`config.mk`:
```
export PLATFORM = sky130hd
export DESIGN_NAME = quad_eclk_gen
export DESIGN_NICKNAME = d
export VERILOG_FILES = /design/src/rtl/qclk_pkg.sv /design/src/rtl/rdy_sync.sv /design/src/rtl/stretch_ctl.sv /design/src/rtl/phase_ctr.sv /design/src/rtl/quad_eclk_gen.sv
export SDC_FILE = /design/constraint.sdc
export NUM_CORES = 1
export LEC_CHECK = 0
export ABC_AREA = 1
export BUFFER_PORTS_ARGS = -buffer_cell sky130_fd_sc_hd__buf_2
export CORE_AREA = 4 4 41 43
export DETAILED_ROUTE_END_ITERATION = 10
export DIE_AREA = 0 0 45 47
export PLACE_DENSITY = 0.46
export SLEW_MARGIN = 40
export SYNTH_ARGS = -nofsm -noshare
export SYNTH_HDL_FRONTEND = slang
export SYNTH_SLANG_ARGS = --single-unit
```
`constraint.sdc`:
```
create_clock -name clk_4x -period 1.2 [get_ports clk_4x]
set_input_delay 0.06 -clock clk_4x [delete_from_list [all_inputs] [get_ports clk_4x]]
set_output_delay 0.06 -clock clk_4x [all_outputs]
set_load 0.05 [all_outputs]
```
`src/rtl/qclk_pkg.sv`:
```
package qclk_pkg;
  typedef logic [1:0] quarter_t;
  // quarter in which E first goes high
  localparam quarter_t Q_RISE = 2'd2;
  // last E-high quarter; a stretch freezes the counter here
  localparam quarter_t Q_HOLD = 2'd3;
endpackage

```
`src/rtl/rdy_sync.sv`:
```
module rdy_sync #(
  parameter int STAGES = 2
) (
  input  logic clk,
  input  logic rst,
  input  logic d_in,
  output logic d_out
);
  logic [STAGES-1:0] chain_q;

  for (genvar i = 0; i < STAGES; i++) begin : g_stage
    if (i == 0) begin : g_first
      always_ff @(posedge clk) begin
        if (rst) chain_q[0] <= 1'b1;
        else     chain_q[0] <= d_in;
      end
    end else begin : g_next
      always_ff @(posedge clk) begin
        if (rst) chain_q[i] <= 1'b1;
        else     chain_q[i] <= chain_q[i-1];
      end
    end
  end

  assign d_out = chain_q[STAGES-1];
endmodule

```
`src/rtl/stretch_ctl.sv`:
```
module stretch_ctl
  import qclk_pkg::*;
#(
  parameter int CAP_HALVES = 2
) (
  input  logic     clk,
  input  logic     rst,
  input  quarter_t phase,
  input  logic     rdy,
  output logic     hold,
  output logic     stb_next
);
  localparam int CAP_CLK = 2 * CAP_HALVES;
  localparam int ST_W    = $clog2(CAP_CLK + 1);

  logic [ST_W-1:0] st_q;
  logic            below_cap;

  assign below_cap = st_q < ST_W'(CAP_CLK);

  // even count in quarter 3 = a possible fall point; odd = mid half-period
  always_comb begin
    hold = 1'b0;
    if (phase == Q_HOLD) hold = st_q[0] || (!rdy && below_cap);
  end

  // the next cycle is a decision cycle when quarter 3 starts or a half-period completes
  assign stb_next = (phase == Q_RISE) || (hold && st_q[0]);

  always_ff @(posedge clk) begin
    if (rst)       st_q <= '0;
    else if (hold) st_q <= st_q + ST_W'(1);
    else           st_q <= '0;
  end
endmodule

```
`src/rtl/phase_ctr.sv`:
```
module phase_ctr
  import qclk_pkg::*;
(
  input  logic     clk,
  input  logic     rst,
  input  logic     hold,
  input  logic     stb_next,
  output quarter_t phase_q,
  output logic     e_q,
  output logic     stb_q
);
  quarter_t ph_d;

  assign ph_d = hold ? phase_q : quarter_t'(phase_q + 2'd1);

  always_ff @(posedge clk) begin
    if (rst) begin
      phase_q <= '0;
      e_q     <= 1'b0;
      stb_q   <= 1'b0;
    end else begin
      phase_q <= ph_d;
      e_q     <= ph_d[1];
      stb_q   <= stb_next;
    end
  end

  // outside the hold quarter the phase always steps by one
  a_r1_phase_step: assert property (@(posedge clk) disable iff (rst)
    (phase_q != Q_HOLD) |=> (phase_q == quarter_t'($past(phase_q) + 2'd1)));

  // once E falls it stays low for the next cycle as well
  a_r7_low_two: assert property (@(posedge clk) disable iff (rst)
    $fell(e_q) |=> !e_q);

  // the strobe only appears in the hold quarter
  a_r8_stb_quarter: assert property (@(posedge clk) disable iff (rst)
    stb_q |-> (phase_q == Q_HOLD));
endmodule

```
`src/rtl/quad_eclk_gen.sv`:
```
module quad_eclk_gen #(
  parameter int SYNC_STAGES = 2,
  parameter int CAP_HALVES  = 2
) (
  input  logic       clk_4x,
  input  logic       rst,
  input  logic       mem_ready,
  output logic       e_clk,
  output logic [1:0] quarter,
  output logic       sample_stb
);
  import qclk_pkg::*;

  localparam int MAX_HI = 2 + 2 * CAP_HALVES;
  localparam int HR_W   = $clog2(MAX_HI + 2);

  logic     rdy_s;
  logic     hold;
  logic     stb_next;
  quarter_t phase_q;

  rdy_sync #(.STAGES(SYNC_STAGES)) u_sync (
    .clk   (clk_4x),
    .rst   (rst),
    .d_in  (mem_ready),
    .d_out (rdy_s)
  );

  stretch_ctl #(.CAP_HALVES(CAP_HALVES)) u_stretch (
    .clk      (clk_4x),
    .rst      (rst),
    .phase    (phase_q),
    .rdy      (rdy_s),
    .hold     (hold),
    .stb_next (stb_next)
  );

  phase_ctr u_phase (
    .clk      (clk_4x),
    .rst      (rst),
    .hold     (hold),
    .stb_next (stb_next),
    .phase_q  (phase_q),
    .e_q      (e_clk),
    .stb_q    (sample_stb)
  );

  assign quarter = phase_q;

  // length of the current E-high run, kept for checking only
  logic [HR_W-1:0] hi_run;
  always_ff @(posedge clk_4x) begin
    if (rst)        hi_run <= '0;
    else if (e_clk) hi_run <= hi_run + HR_W'(1);
    else            hi_run <= '0;
  end

  // an E-high never exceeds the capped width
  a_r6_cap: assert property (@(posedge clk_4x) disable iff (rst)
    e_clk |-> (hi_run < HR_W'(MAX_HI)));

  // a ready sample seen at a decision point makes E fall next
  a_r5_release_fall: assert property (@(posedge clk_4x) disable iff (rst)
    (e_clk && sample_stb && rdy_s) |=> !e_clk);
endmodule

```
# Word-level counts from Yosys, hierarchy flattened
# Cells that the tools add are included.
# W data, S select, Z words.
dict set report word_totals {
  mem_bits_ro 0
  memories 0
  latchBits 0
  ramBits 0
  out_inout_bits 4
  ff_bits 8
}
dict set report classes {
  n_shift 0
  eq_ne 2
  n_mul 0
  bitwise_logic 1
  reduce_logical 6
  n_mux 1
  div_mod_pow 0
  add_sub_neg 2
  n_lt_le_gt_ge 1
}
# op n
set ops {}
lappend ops {{$eq A2 B2 Y1 const B} 2}
lappend ops {{$add A3 B1 Y3 const B} 1}
lappend ops {{$lt A3 B3 Y1 const B} 1}
lappend ops {{$add A2 B1 Y2 const B} 1}
lappend ops {{$logic_and A1 B1 Y1} 2}
lappend ops {{$logic_or A1 B1 Y1} 2}
lappend ops {{$reduce_or A2 Y1} 1}
lappend ops {{$logic_not A1 Y1} 1}
lappend ops {{$mux W1} 1}
lappend ops {{$not A1 Y1} 1}

# Logic depth before layout (Yosys ltp)
dict set report depth {
  word_depth 6
  depth_mapped 5
}

# Cells and area by module
# Synthesis repeated with hierarchy kept, for this count alone.
dict set report hier_totals {
  hier_cells 43
  area_unflattened_um2 329.1
}
# mod cells_per_inst area_per_inst_um2 seq_area_each_um2 n_inst
set modules_own_cells {}
lappend modules_own_cells {stretch_ctl 20 155.1 60.1 1}
lappend modules_own_cells {phase_ctr 16 115.1 60.1 1}
lappend modules_own_cells {rdy_sync 7 58.8 40.0 1}

# Worst setup path after synthesis
# No wires, ideal clock.
dict set report synth_timing {
  kind {reg-to-reg}
  start {reg u_phase.phase_q[0]}
  end {reg u_phase.e_q}
  path_stages_with_launch 5
  synth_period_minus_slack_ns 1.402
  slack_ns -0.202
  t_arrival_ns 1.285
  t_required_ns 1.083
  path_buffers 0
  setup_time_ns 0.117
  cell_sequence {dfxtp_1 -> ha_1 -> nand2_1 -> a21oi_1 -> nor2_1}
}
dict set report synth_between {
  elab_chain_len 2
  word_cells_on_any_way 3
  cone_classes {add/sub (1); eq/ne (1); mux (1)}
}
# element line_no
set synth_rtl {}
lappend synth_rtl {{start: declaration} phase_ctr.sv:8} ;# output quarter_t phase_q,
lappend synth_rtl {{start signal: assignment} phase_ctr.sv:22} ;# phase_q <= ph_d;
lappend synth_rtl {{$eq A2 B2 Y1} stretch_ctl.sv:24} ;# if (phase == Q_HOLD) hold = st_q[0] || (!rdy && below_cap);
lappend synth_rtl {{$mux W1} stretch_ctl.sv:24}
lappend synth_rtl {{end signal: assignment} phase_ctr.sv:23} ;# e_q <= ph_d[1];
lappend synth_rtl {{end: declaration} phase_ctr.sv:9} ;# output logic e_q,
# Parallel ways exist; a longest one is shown, timed or not.
# A chain may end at the register's enable or synchronous reset.

==> impl_metrics.toml <==
[sta]
worst_pin_slew_ns = 0.261
rsz0062_at_grt = "false"
finalCriticalPeriod_ns = 1.06
final_hold_viol_count = 0
tns_ns = 0
max_freq_ghz = 0.947
whs_ns = 0.0376
slew_viol_final = 0
max_slew_margin = 0.824
period_share = 0.880
setup_viol = 0
fin_skew_ns = 0.00169

[worst_setup_path]
reg2reg_from = "u_phase.e_q$_SDFFE_PP0N_"
cp-end-kind = "flip-flop"
critPathKind = "reg2reg"
worst-path-max-fanout = 5
crit_arrival_ns = 1.20
required_ns = 1.34
r2r-end = "u_phase.phase_q[0]$_SDFFE_PP0N_"
r2r_setup_slack_ns = 0.14
reg2reg_depth = 4
crit_path_start_kind = "flip-flop"

[cts]
clk_latency_ns = 0.25
cts_buffers = 3
cts_resized = 0
cts_tree = "yes"
cts_setup_buffers = 0
clock-sinks = 8
root_buffer = "clkbuf_4"
cts_buffer_depth = 2
clk_pin_slew_ns = 0.05
holdBufCountCts = 1
htree_levels = 1

[power_and_ir_drop]
leakage_nw = 0.194
ir_drop_mv = 0.559
netSwitchingFraction = 0.279
intPower_mw = 0.420
p_per_area_nw_per_um2 = 1450
power_switching_mw = 0.163
clockPowerShare = 0.343
comb_power_share = 0.161
p_seq_frac = 0.496

[worst_hold_path]
hold_depth = 2
worstHoldStart = "rst"
hold_class = "in2reg"
whs_endpoint = "u_phase.stb_q$_SDFF_PP0_"

[place]
place.gp.congestion = 0.681
port_buffers = 6
placed_cell_area_sq_um = 370
place_hpwl_um = 369

[synthesis]
synth-edff-count = 0
ys_ff_latch = 8
synth_common_cells = "dfxtp_1, inv_1, a21oi_1, ha_1, nand2_1"
yosysMostFrequentCell = "dfxtp_1"
synth_top_area_frac = 0.490
synth_area_leaders = "dfxtp_1, ha_1, inv_1, a21oi_1, or2_2"
syn_avg_cell_area_sq_um = 8.83
synthFlopType = "dfxtp_1"
synth_area_leader_cell = "dfxtp_1"
synth_async_sr_flop_share = 0
synth_nets = 43
synth.distinct_cells = 15
synth_area_sq_um = 327
syn_inst = 37
ys_seq_area_frac = 0.490
yosysWarnings = 0

[layout]
finalInstanceArea_sq_um = 403
fin_util = 0.310
area_growth_pct = 23.4
antenna_cells = 0
nNetsFinal = 54
layout-drive-gt1-share = 0.326

[grt]
grt_pass1_vias = 238
grt_pass1_wl_um = 938
antenna_found_initial = 0
grt_usage = 0.0666
overflow = 0
grt_max_degree = 7

[drt]
vias_per_cell = 4.07
routedWlPerCell_um = 8.02
post-route-drc-count = 0
via_count = 248
postRouteWirelength_um = 489
drtAntennaViolNets = 0
drt_iter0_drc = 5
drtPass1Iterations = 4

[outcome]
status = "finished, final reports clean"

[die]
die_x_um = 45
start_util = 0.251
fp-row-count = 13
ioPinCount = 7
fp.coreArea_sq_um = 1300
fp.dieArea_sq_um = 2120
dieHeight_um = 47

[flow_run]
cap_violations = 0
==> cells in the final DEF (no fill, tap or decap), drive strengths merged <==
cell / n
a21oi: 3
buf: 6
clkbuf: 3
dfxtp: 8
dlygate4sd3: 1
ha: 3
inv: 6
nand2: 4
nand3: 2
nand4: 1
nor2: 3
nor3: 2
o21ai: 1
or2: 2
xnor2: 1
==> critical path: stages (launching register included) <==
cell and delay, ns:
dfxtp_2 0.36, ha_1 0.23, nand2_1 0.14, a21oi_1 0.17
nor2_1 0.06
==> layout make-up <==
| cell class | instances | area (sq um) |
|---|---|---|
| Clock buffer | 3 | 22.5 |
| Multi-Input combinational cell | 22 | 136 |
| Tap cell | 15 | 18.8 |
| Inverter | 6 | 22.5 |
| Timing Repair Buffer | 7 | 40.0 |
| Fill cell | 142 | 898 |
| Sequential cell | 8 | 163 |
==> flip-flops by register name (all words and copies together) (netlist names) <==
| name | cells |
|---|---|
| u_stretch.st_q | 3 |
| u_sync.d_out | 1 |
| u_phase.e_q | 1 |
| u_sync.chain_q | 1 |
| u_phase.phase_q | 1 |
| u_phase.stb_q | 1 |
==> layer usage <==
layer / up-vias / routed length [um] / global-route usage / share of wire
li1: 135 / - / - / -
met4: 0 / 0 / 0 / 0
met1: 105 / 254 / 0.0759 / 0.52
met5: - / 0 / 0 / 0
met3: 0 / 48 / 0.0690 / 0.098
met2: 8 / 186 / 0.0932 / 0.38
==> stage by stage <==
stage	power, mW	worst slack, ns	instances
floorplan	0.370	0.00934	37
global placement	0.388	0.164	57
detailed placement	0.388	0.163	57
CTS	0.600	0.142	61
global route	0.633	0.00572	61
finish	0.583	0.145	61
==> cell families after synthesis <==
family / count (synthesis) / share of synthesized area
AND/OR/NAND/NOR: 14 / 0.215
AO/OA/AOI/OAI: 4 / 0.0613
XOR/XNOR: 1 / 0.0268
flip-flops: 8 / 0.490
buffers and inverters: 7 / 0.0920
adder cells (fa/ha/maj): 3 / 0.115
==> worst max-delay path by stage <==
stage	startpoint	endpoint	slack (ns)	cells past startpoint
2_1_floorplan	u_phase.phase_q[0]$_SDFFE_PP0N_	u_phase.e_q$_SDFFE_PP0N_	0.009	4
3_3_place_gp	u_phase.e_q$_SDFFE_PP0N_	u_phase.e_q$_SDFFE_PP0N_	0.16	4
3_5_place_dp	u_phase.e_q$_SDFFE_PP0N_	u_phase.phase_q[0]$_SDFFE_PP0N_	0.16	4
4_1_cts	u_phase.e_q$_SDFFE_PP0N_	u_phase.phase_q[0]$_SDFFE_PP0N_	0.14	4
5_1_grt	u_phase.phase_q[0]$_SDFFE_PP0N_	u_phase.phase_q[0]$_SDFFE_PP0N_	0.006	4
6_report	u_phase.e_q$_SDFFE_PP0N_	u_phase.phase_q[0]$_SDFFE_PP0N_	0.14	4
==> power by group through the flow <==
stage,logic [mW],registers (mW),clock network (mW)
2_1_floorplan,0.0457,0.325,0
3_3_place_gp,0.0927,0.296,0
6_report,0.0937,0.289,0.200
5_1_grt,0.103,0.291,0.238
3_5_place_dp,0.0923,0.296,0
4_1_cts,0.0950,0.290,0.216
Power figures use the tool's default switching activity.
